===== src/rtl/cfgp_pkg.sv =====
package cfgp_pkg;
  localparam logic [7:0] IDX_LDN    = 8'h07;
  localparam logic [7:0] IDX_PWR    = 8'h22;
  localparam logic [7:0] IDX_CHIPPD = 8'h23;
  localparam logic [7:0] BANK_BASE  = 8'h30;
  localparam logic [7:0] IDX_ACT    = 8'h30;
  localparam logic [7:0] IDX_IO0H   = 8'h60;
  localparam logic [7:0] IDX_IO0L   = 8'h61;
  localparam logic [7:0] IDX_IO1H   = 8'h62;
  localparam logic [7:0] IDX_IO1L   = 8'h63;
  localparam logic [7:0] IDX_IRQ0   = 8'h70;
  localparam logic [7:0] IDX_IRQ1   = 8'h72;
  localparam logic [7:0] IDX_DMA    = 8'h74;
  localparam logic [7:0] PWR_MASK   = 8'h79;

  typedef enum logic [1:0] {
    KEY_LOCKED = 2'd0,
    KEY_HALF   = 2'd1,
    KEY_OPEN   = 2'd2
  } key_state_e;

  typedef struct packed {
    logic        active;
    logic [15:0] io0;
    logic [15:0] io1;
    logic [7:0]  irq0;
    logic [7:0]  irq1;
    logic [7:0]  dma;
  } bank_cfg_t;
endpackage


===== src/rtl/cfgp_rst_sync.sv =====
module cfgp_rst_sync (
  input  logic clk,
  input  logic rst_n,
  output logic rst_n_sync
);
  logic [1:0] sync_q;

  always_ff @(posedge clk or negedge rst_n) begin
    if (!rst_n) sync_q <= 2'b00;
    else        sync_q <= {sync_q[0], 1'b1};
  end

  assign rst_n_sync = sync_q[1];
endmodule


===== src/rtl/cfgp_key_fsm.sv =====
module cfgp_key_fsm
  import cfgp_pkg::*;
#(
  parameter logic [7:0] KEY_BYTE  = 8'h87,
  parameter logic [7:0] EXIT_BYTE = 8'hAA
) (
  input  logic       clk,
  input  logic       rst_n,
  input  logic       idx_wr,
  input  logic       dat_acc,
  input  logic [7:0] wdata,
  output logic       open,
  output logic       idx_load
);
  key_state_e st_q, st_d;

  always_comb begin
    st_d = st_q;
    case (st_q)
      KEY_LOCKED: if (idx_wr && wdata == KEY_BYTE) st_d = KEY_HALF;
      KEY_HALF: begin
        if (idx_wr)       st_d = (wdata == KEY_BYTE) ? KEY_OPEN : KEY_LOCKED;
        else if (dat_acc) st_d = KEY_LOCKED;
      end
      KEY_OPEN:   if (idx_wr && wdata == EXIT_BYTE) st_d = KEY_LOCKED;
      default:    st_d = KEY_LOCKED;
    endcase
  end

  always_ff @(posedge clk or negedge rst_n) begin
    if (!rst_n) st_q <= KEY_LOCKED;
    else        st_q <= st_d;
  end

  assign open     = (st_q == KEY_OPEN);
  assign idx_load = open && idx_wr && (wdata != EXIT_BYTE);
endmodule


===== src/rtl/cfgp_global_regs.sv =====
module cfgp_global_regs
  import cfgp_pkg::*;
(
  input  logic       clk,
  input  logic       rst_n,
  input  logic       wr_en,
  input  logic [7:0] idx,
  input  logic [7:0] wdata,
  output logic [7:0] ldn,
  output logic [7:0] func_on,
  output logic       chip_pd,
  output logic [7:0] rd_val
);
  logic [7:0] ldn_q, ldn_d;
  logic [7:0] pwr_q, pwr_d;
  logic       pd_q,  pd_d;

  always_comb begin
    ldn_d = ldn_q;
    pwr_d = pwr_q;
    pd_d  = pd_q;
    if (wr_en) begin
      case (idx)
        IDX_LDN:    ldn_d = wdata;
        IDX_PWR:    pwr_d = wdata & PWR_MASK;
        IDX_CHIPPD: pd_d  = wdata[0];
        default:    ;
      endcase
    end
  end

  always_ff @(posedge clk or negedge rst_n) begin
    if (!rst_n) begin
      ldn_q <= 8'h00;
      pwr_q <= PWR_MASK;
      pd_q  <= 1'b0;
    end else if (wr_en) begin
      ldn_q <= ldn_d;
      pwr_q <= pwr_d;
      pd_q  <= pd_d;
    end
  end

  always_comb begin
    case (idx)
      IDX_LDN:    rd_val = ldn_q;
      IDX_PWR:    rd_val = pwr_q;
      IDX_CHIPPD: rd_val = {7'b0, pd_q};
      default:    rd_val = 8'h00;
    endcase
  end

  assign ldn     = ldn_q;
  assign chip_pd = pd_q;
  assign func_on = pwr_q & {8{~pd_q}};
endmodule


===== src/rtl/cfgp_dev_bank.sv =====
module cfgp_dev_bank
  import cfgp_pkg::*;
(
  input  logic       clk,
  input  logic       rst_n,
  input  logic       wr_en,
  input  logic [7:0] idx,
  input  logic [7:0] wdata,
  output bank_cfg_t  cfg,
  output logic [7:0] rd_val
);
  bank_cfg_t cfg_q, cfg_d;

  always_comb begin
    cfg_d = cfg_q;
    if (wr_en) begin
      case (idx)
        IDX_ACT:  cfg_d.active     = wdata[0];
        IDX_IO0H: cfg_d.io0[15:8]  = wdata;
        IDX_IO0L: cfg_d.io0[7:0]   = wdata;
        IDX_IO1H: cfg_d.io1[15:8]  = wdata;
        IDX_IO1L: cfg_d.io1[7:0]   = wdata;
        IDX_IRQ0: cfg_d.irq0       = wdata;
        IDX_IRQ1: cfg_d.irq1       = wdata;
        IDX_DMA:  cfg_d.dma        = wdata;
        default:  ;
      endcase
    end
  end

  always_ff @(posedge clk or negedge rst_n) begin
    if (!rst_n)     cfg_q <= '0;
    else if (wr_en) cfg_q <= cfg_d;
  end

  always_comb begin
    case (idx)
      IDX_ACT:  rd_val = {7'b0, cfg_q.active};
      IDX_IO0H: rd_val = cfg_q.io0[15:8];
      IDX_IO0L: rd_val = cfg_q.io0[7:0];
      IDX_IO1H: rd_val = cfg_q.io1[15:8];
      IDX_IO1L: rd_val = cfg_q.io1[7:0];
      IDX_IRQ0: rd_val = cfg_q.irq0;
      IDX_IRQ1: rd_val = cfg_q.irq1;
      IDX_DMA:  rd_val = cfg_q.dma;
      default:  rd_val = 8'h00;
    endcase
  end

  assign cfg = cfg_q;
endmodule


===== src/rtl/keyed_cfg_port.sv =====
module keyed_cfg_port
  import cfgp_pkg::*;
#(
  parameter int         NUM_LDN   = 12,
  parameter logic [7:0] KEY_BYTE  = 8'h87,
  parameter logic [7:0] EXIT_BYTE = 8'hAA
) (
  input  logic                   clk,
  input  logic                   rst_n,
  input  logic                   port_sel,
  input  logic                   wr_en,
  input  logic                   rd_en,
  input  logic [7:0]             wdata,
  output logic [7:0]             rdata,
  output logic                   cfg_mode,
  output logic [7:0]             func_on,
  output logic                   chip_pd,
  output logic [NUM_LDN-1:0]     dev_active,
  output logic [NUM_LDN*16-1:0]  dev_io0,
  output logic [NUM_LDN*16-1:0]  dev_io1,
  output logic [NUM_LDN*8-1:0]   dev_irq0,
  output logic [NUM_LDN*8-1:0]   dev_irq1,
  output logic [NUM_LDN*8-1:0]   dev_dma
);
  localparam int IO_W = 16;
  localparam int BY_W = 8;

  logic       rst_n_sync;
  logic       open, idx_load;
  logic       idx_wr, dat_wr, dat_acc;
  logic [7:0] idx_q, idx_d;
  logic [7:0] ldn;
  logic [7:0] glob_rd;
  logic       in_bank_range;
  logic [NUM_LDN-1:0] bank_sel;
  logic [7:0] bank_rd [NUM_LDN];
  bank_cfg_t  bank_cfg [NUM_LDN];
  logic [7:0] bank_rd_or;

  cfgp_rst_sync u_rst_sync (
    .clk        (clk),
    .rst_n      (rst_n),
    .rst_n_sync (rst_n_sync)
  );

  assign idx_wr  = wr_en && !port_sel;
  assign dat_wr  = wr_en &&  port_sel;
  assign dat_acc = (wr_en || rd_en) && port_sel;

  cfgp_key_fsm #(
    .KEY_BYTE  (KEY_BYTE),
    .EXIT_BYTE (EXIT_BYTE)
  ) u_key (
    .clk      (clk),
    .rst_n    (rst_n_sync),
    .idx_wr   (idx_wr),
    .dat_acc  (dat_acc),
    .wdata    (wdata),
    .open     (open),
    .idx_load (idx_load)
  );

  always_comb begin
    idx_d = idx_q;
    if (idx_load) idx_d = wdata;
  end

  always_ff @(posedge clk or negedge rst_n_sync) begin
    if (!rst_n_sync)   idx_q <= 8'h00;
    else if (idx_load) idx_q <= idx_d;
  end

  assign in_bank_range = (idx_q >= BANK_BASE);

  cfgp_global_regs u_glob (
    .clk     (clk),
    .rst_n   (rst_n_sync),
    .wr_en   (open && dat_wr && !in_bank_range),
    .idx     (idx_q),
    .wdata   (wdata),
    .ldn     (ldn),
    .func_on (func_on),
    .chip_pd (chip_pd),
    .rd_val  (glob_rd)
  );

  for (genvar i = 0; i < NUM_LDN; i++) begin : g_bank
    assign bank_sel[i] = open && in_bank_range && (ldn == 8'(i));

    cfgp_dev_bank u_bank (
      .clk    (clk),
      .rst_n  (rst_n_sync),
      .wr_en  (bank_sel[i] && dat_wr),
      .idx    (idx_q),
      .wdata  (wdata),
      .cfg    (bank_cfg[i]),
      .rd_val (bank_rd[i])
    );

    assign dev_active[i]             = bank_cfg[i].active;
    assign dev_io0[i*IO_W +: IO_W]   = bank_cfg[i].io0;
    assign dev_io1[i*IO_W +: IO_W]   = bank_cfg[i].io1;
    assign dev_irq0[i*BY_W +: BY_W]  = bank_cfg[i].irq0;
    assign dev_irq1[i*BY_W +: BY_W]  = bank_cfg[i].irq1;
    assign dev_dma[i*BY_W +: BY_W]   = bank_cfg[i].dma;
  end

  always_comb begin
    bank_rd_or = 8'h00;
    for (int k = 0; k < NUM_LDN; k++) begin
      if (bank_sel[k]) bank_rd_or = bank_rd_or | bank_rd[k];
    end
  end

  always_comb begin
    if (!open)              rdata = 8'hFF;
    else if (!port_sel)     rdata = idx_q;
    else if (!in_bank_range) rdata = glob_rd;
    else                    rdata = bank_rd_or;
  end

  assign cfg_mode = open;
endmodule


===== config.mk =====
export PLATFORM = sky130hd
export DESIGN_NAME = keyed_cfg_port
export DESIGN_NICKNAME = d
export VERILOG_FILES = /design/src/rtl/cfgp_pkg.sv /design/src/rtl/cfgp_rst_sync.sv /design/src/rtl/cfgp_key_fsm.sv /design/src/rtl/cfgp_global_regs.sv /design/src/rtl/cfgp_dev_bank.sv /design/src/rtl/keyed_cfg_port.sv
export SDC_FILE = /design/constraint.sdc
export NUM_CORES = 1
export LEC_CHECK = 0
export ABC_CLOCK_PERIOD_IN_PS = 22300
export BUFFER_PORTS_ARGS = -buffer_cell sky130_fd_sc_hd__buf_2
export CORE_ASPECT_RATIO = 1.75
export CORE_MARGIN = 2
export CORE_UTILIZATION = 40
export CTS_CLUSTER_DIAMETER = 200
export CTS_CLUSTER_SIZE = 24
export DETAILED_ROUTE_END_ITERATION = 7
export PLACE_DENSITY = 0.71
export SLEW_MARGIN = 20
export SYNTH_ARGS = -nofsm -noshare
export SYNTH_HDL_FRONTEND = slang
export SYNTH_SLANG_ARGS = --single-unit

===== constraint.sdc =====
create_clock -name clk -period 22.3 [get_ports clk]
set_input_delay 1.115 -clock clk [delete_from_list [all_inputs] [get_ports clk]]
set_output_delay 1.115 -clock clk [all_outputs]
set_load 0.005 [all_outputs]

---- Word-level counts from Yosys, hierarchy flattened ----
Index checks and enable logic that the tools add are counted.
operators by class
  magnitude comparators ................... 1
  bitwise logic cells ..................... 13
  mux-type cells .......................... 34
  reductions and logical operators ........ 139
  eq/ne operators ......................... 30
operators with widths
  cell                  count
  $pmux W8 S8           12
  $reduce_and A2 Y1     99
  $mux W8               15
  $or A8 B8 Y8          11
  $eq A8 B7 Y1 const B  7
  $eq A8 B3 Y1 const B  5
  $logic_and A1 B1 Y1   34
  $eq A8 B4 Y1 const B  4
  $eq A8 B6 Y1 const B  3
  $pmux W8 S3           1
  $eq A8 B2 Y1 const B  2
  $eq A8 B8 Y1 const B  2
  $mux W2               5
  $and A7 B8 Y8         1
  $eq A8 B1 Y1 const B  1
  $ge A8 B6 Y1 const B  1
  $logic_not A8 Y1      1
  $ne A8 B8 Y1 const B  1
  $pmux W2 S3           1
  $ne A2 B1 Y1 const B  2
  $ne A3 B2 Y1 const B  1
  $reduce_and A3 Y1     1
  $eq A2 B1 Y1 const B  1
  $eq A2 B2 Y1 const B  1
  other kinds (4)       5
word-level totals
  bits in registers ....................... 710
  output and inout port bits .............. 702
  logic and storage cells ................. 319

---- Logic depth before layout (Yosys ltp) ----
  word-level depth ........................ 29
  depth in mapped cells ................... 12
  gate-level depth less buffers ........... 8

---- Hierarchy ----
From an unflattened synthesis, not the netlist that was laid out.
unflattened totals
  cells, all modules ...................... 2659
  area, all modules ....................... 35562.9 µm²
modules (own cells, without submodules)
  module            times used  area each (µm²)  cells each  seq. area each (µm²)
  cfgp_dev_bank     12          2736.4           196         1426.4
  keyed_cfg_port    1           1756.7           230         200.2
  cfgp_global_regs  1           758.2            58          356.6
  cfgp_key_fsm      1           157.7            16          50.0
  cfgp_rst_sync     1           53.8             3           50.0

---- Least setup slack after synthesis ----
OpenSTA, ideal clock, no wires.
  path type ............................... register to output
  start point ............................. register idx_q[0]
  end point ............................... output rdata[1]
  path buffers ............................ 3
  data required time ...................... 21185 ps
  path slack .............................. 18555 ps
  cell stages (with the launch flop) ...... 11
  data arrival time ....................... 2630 ps
  cell sequence ........................... dfrtp_1 > buf_2 > nor4bb_1 > buf_2 > and2_1 > buf_2 > a222oi_1 > a31oi_1 > or4_1 > or4_1 > o32a_1
on the way
  longest elaborated chain between the ends .. 29
  elaborated cells on any way between the ends .. 64
  classes of those cells .................. 1 x order compare; 11 x eq/ne; 28 x mux; 11 x bitwise; 13 x reduce/logical
ends and longest elaborated chain
  item                              RTL line               RTL
  from (decl)                       keyed_cfg_port.sv:31   logic [7:0] idx_q, idx_d;
  from (signal assigned)            keyed_cfg_port.sv:70   else if (idx_load) idx_q <= idx_d;
  $ge A8 B6 Y1                      keyed_cfg_port.sv:73   assign in_bank_range = (idx_q >= BANK_BASE);
  $logic_and A1 B1 Y1 (2 in a row)  keyed_cfg_port.sv:88   assign bank_sel[i] = open && in_bank_range && (ldn == 8'(i));
  $mux W8                           keyed_cfg_port.sv:111  if (bank_sel[k]) bank_rd_or = bank_rd_or | bank_rd[k];
  $or A8 B8 Y8                      keyed_cfg_port.sv:111
  $mux W8                           keyed_cfg_port.sv:111
  $or A8 B8 Y8                      keyed_cfg_port.sv:111
  $mux W8                           keyed_cfg_port.sv:111
  $or A8 B8 Y8                      keyed_cfg_port.sv:111
  (+12 left out)                    --
  $mux W8                           keyed_cfg_port.sv:111
  $or A8 B8 Y8                      keyed_cfg_port.sv:111
  $mux W8                           keyed_cfg_port.sv:111
  $or A8 B8 Y8                      keyed_cfg_port.sv:111
  $mux W8                           keyed_cfg_port.sv:111
  $mux W8 *                         keyed_cfg_port.sv:118  else if (!in_bank_range) rdata = glob_rd;
  $mux W8 *                         keyed_cfg_port.sv:117  else if (!port_sel) rdata = idx_q;
  $mux W8 *                         keyed_cfg_port.sv:116  if (!open) rdata = 8'hFF;
  to (decl)                         keyed_cfg_port.sv:14   output logic [7:0] rdata,
Every way passes the cells marked *; elsewhere a longest branch is shown, timed or not.

---- Worst setup path after layout ----
  start point ............................. register idx_q[2]
  end point ............................... output rdata[2]
on the way
  longest elaborated chain between the ends .. 29
  elaborated cells on any way between the ends .. 64
  classes of those cells .................. 1 x order compare; 11 x eq/ne; 28 x mux; 11 x bitwise; 13 x reduce/logical
ends and longest elaborated chain
  item                              RTL line
  $ge A8 B6 Y1                      keyed_cfg_port.sv:73
  $logic_and A1 B1 Y1 (2 in a row)  keyed_cfg_port.sv:88
  $mux W8                           keyed_cfg_port.sv:111
  $or A8 B8 Y8                      keyed_cfg_port.sv:111
  $mux W8                           keyed_cfg_port.sv:111
  $or A8 B8 Y8                      keyed_cfg_port.sv:111
  $mux W8                           keyed_cfg_port.sv:111
  $or A8 B8 Y8                      keyed_cfg_port.sv:111
  (+12 left out)                    --
  $mux W8                           keyed_cfg_port.sv:111
  $or A8 B8 Y8                      keyed_cfg_port.sv:111
  $mux W8                           keyed_cfg_port.sv:111
  $or A8 B8 Y8                      keyed_cfg_port.sv:111
  $mux W8                           keyed_cfg_port.sv:111
  $mux W8                           keyed_cfg_port.sv:118
  $mux W8 *                         keyed_cfg_port.sv:117
  $mux W8 *                         keyed_cfg_port.sv:116
Marked as above.

==> flow_summary_export.csv <==
group,metric,value,unit
status,status,"finished with violations",
status,violations,"DRC",
critical_path,crit_type,"reg2out",
clock_network,clk_latency,0.62,ns
synthesis,synth.avg_cell_area,13.68,um^2
sta,slew-limit-headroom,18.31,%
sta,post-route-period-util,29.96,%
floorplanning,io_pins,715,
critical_path,timing.rr.start,"u_rst_sync.sync_q[1]$_DFF_PN0_",
critical_path,critPathMostFrequentCell,"buf_4",
critical_path,slowest_stage,"dfrtp_1",
synthesis,synthTopCellsByCount,"mux2_2 (710), dfrtp_1 (705), clkbuf_1 (128)",
critical_path,cp.required,21.19,ns
place,gp_congestion,0.9314,
critical_path,critPathLaunchType,"flop",
sta,timing.hold.ws,0.2756,ns
clock_network,numClockSinks,710,
route,routed_via_density,6.441,
pwr,p_per_area,62.64,mW/mm^2
route,first_pass_iters,8,
grt,grt_max_degree,185,
cells_and_area,num-fill-cells,7153,
grt,grt_util_all_layers,35.84,%
synthesis,synth-seq-cells,710,
synthesis,synth_edf_count,0,
grt,antenna_found_initial,7,
critical_path,crit_buf_inv,3,
synthesis,yosys_warnings,0,
sta,layout_setup_ws,15.62,ns
route,dr.first_iter.drc_count,3437,
clock_network,cts_hold_buf,0,
pwr,power.leakage,18.60,nW
clock_network,clockRootBuffer,"clkbuf_16",
cells_and_area,post-route-util,47.61,%
critical_path,cp_slowest_stage_delay,0.96,ns
route,postRouteAntennaNets,0,
cells_and_area,fin_nets,2920,
floorplanning,start_util,40.43,%
critical_path,crit_fanout,38,
clock_network,h-tree-depth,2,
cells_and_area,drive_gt1_share,53.93,%
clock_network,postCtsSetupBuffers,0,
critical_path,startpoint,"idx_q[2]$_DFFE_PN0P_",
synthesis,synth.distinct_cells,59,
pwr,swShare,26.70,%
sta,tns,0,ns
floorplanning,die_y,374.3,um
clock_network,cts_resized,0,
floorplanning,die_w,215.6,um
synthesis,synth.yosys.seq_area_share,56.70,%
sta,setup_viol_count_final,0,
sta,final-hold-violation-count,0,
sta,slew_viol_final,0,
clock_network,path_clk_slew,0.10,ns
run,drv_cap,0,
floorplanning,row_count,135,
route,drt-total-wl,148200,um
pwr,pwr-share-clk,32.1,%
pwr,switchingPower,0.0006174,W
cells_and_area,area_growth,17.76,%
route,wl_per_cell,37.56,um
place,dp_hpwl,108300,um
grt,grt_overflow,0,
route,detailroute.via_count,25410,
place,place_ws,16.28,ns
synthesis,yosys-top-cells-area,"dfrtp_1 (56%), mux2_2 (26%), a222oi_1 (3.4%)",
sta,fin_skew,0.02862,ns
synthesis,synth.most_common_cell,"mux2_2",
pwr,p_int,0.001695,W
sta,timing.final.crit_period,6.680,ns
pwr,ir_worst_vdd,55.62,uV
place,portBuffers,711,
synthesis,synth.largest_area_cell,"dfrtp_1",
sta,fmax,149.7,MHz
floorplanning,coreArea,0.07753,mm^2
min_path,min_path_type,"in2async",
grt,grt_pass1_wl,204200,um
synthesis,ys.flop_type,"dfrtp_1",
sta,tightestPinTransition,1.221,ns
grt,grt_pass1_vias,24750,
route,drc,7,
pwr,pwr-share-seq,59.2,%
critical_path,arrival,5.56,ns
synthesis,syn-cell-area,0.03135,mm^2
clock_network,cts_tree,"yes",
critical_path,end_kind,"output pin",
synthesis,yosys.area.top_type_share,56.28,%
synthesis,syn_inst,2291,
critical_path,crit_path_cell_trace,"nor4_2 > buf_4 > and2_4 > buf_4 > a222oi_1 > a21oi_1 > or4_1 > a2111oi_1 > a31oi_1 > buf_2",
pwr,pwr-share-comb,8.7,%
floorplanning,dieArea,0.08071,mm^2
synthesis,ys_async_sr_fraction,100.0,%
critical_path,critical_path.top_delay_family,"compound AO/OA/AOI/OAI gates",
sta,grt_setup_unrepaired,"no",
clock_network,numCtsBuffers,35,
clock_network,clock_path_buffers,3,
power by group through the flow:
stage / sequential [W] / combinational (W) / clock [W]
2_1_floorplan: 0.00139 / 0.0000805 / 0
3_3_place_gp: 0.00139 / 0.000196 / 0
3_5_place_dp: 0.00139 / 0.000199 / 0
4_1_cts: 0.00137 / 0.000199 / 0.000748
5_1_grt: 0.00137 / 0.000212 / 0.000790
6_report: 0.00137 / 0.000202 / 0.000741
registers in the layout, indices dropped and copies added (netlist names):
name,cells
u_glob.chip_pd,1
u_rst_sync.sync_q,2
idx_q,8
g_bank.u_bank.cfg,684
u_glob.pwr_q,5
u_glob.ldn,8
u_key.st_q,2
per-stage QoR:
stage | area, um^2 | cells | total power [W]
finish | 36910 | 3945 | 0.002312
global route | 36910 | 3944 | 0.002374
CTS | 36870 | 3941 | 0.002315
global placement | 35890 | 3896 | 0.001588
detailed placement | 35900 | 3896 | 0.001591
floorplan | 31350 | 2293 | 0.001474
cell usage in the layout (no fill, tap or decap), drive strengths merged, types with 3 or more instances in the layout:
cell	count
a21oi	40
a221o	4
a221oi	14
a222oi	108
a22o	36
a22oi	118
a31oi	60
a32oi	4
and2	9
and3	5
buf	766
clkbuf	44
conb	4
dfrtp	705
dfstp	5
diode	3
mux2	716
mux2i	13
nand2	39
nand2b	8
nand3	5
nand4	8
nor2	111
nor2b	8
nor3	8
nor4	14
nor4b	4
o21ai	3
o22ai	5
or2	9
or3	10
or4	7
cell families after synthesis:
| logic type | count (synthesis) | synth area share, % |
|---|---|---|
| buf+inv | 190 | 2.531 |
| compound gates | 403 | 10.19 |
| mux | 731 | 26.28 |
| other cells | 2 | 0.02396 |
| flops | 710 | 56.70 |
| simple gates | 255 | 4.271 |
path summary, 6_finish.rpt:
check                                                            end  slack (ns)  cells past startpoint
min in group clk                      u_rst_sync.sync_q[1]$_DFF_PN0_        0.36                      0
worst max register to register  g_bank[5].u_bank.cfg[42]$_DFFE_PN0P_       17.84                      4
worst max-delay path                                        rdata[2]       15.62                     10
max in group asynchronous       g_bank[5].u_bank.cfg[42]$_DFFE_PN0P_       17.84                      4
worst min-delay path                  u_rst_sync.sync_q[1]$_DFF_PN0_        0.28                      1
worst min register to register        u_rst_sync.sync_q[1]$_DFF_PN0_        0.36                      0
metal layers:
metal  share of wire, %  GRT usage [%]  routed length (um)
met5              0.020              0                  30
met2                 49          59.84               72290
met4                6.5          19.64                9573
met1                 36          43.46               53800
met3                8.4          7.000               12470
worst register-to-register path, stage by stage, from the launching register on:
cell     delay (ns)
dfrtp_4        0.87
buf_4          0.78
buf_4          0.90
buf_4          0.90
buf_4          0.93
area by class of cell:
| class | instances | area [um^2] | area share (%) |
|---|---|---|---|
| multi-input cells | 1393 | 12860 | 34.85 |
| clock buffers | 44 | 952.2 | 2.580 |
| clock inverters | 1 | 11.26 | 0.03051 |
| inverters | 1 | 3.754 | 0.01017 |
| diodes | 3 | 7.507 | 0.02034 |
| flip-flops and latches | 710 | 17780 | 48.16 |
| repair buffers | 766 | 4010 | 10.86 |
| well taps | 1027 | 1285 | 3.481 |
Power figures use the tool's default switching activity.
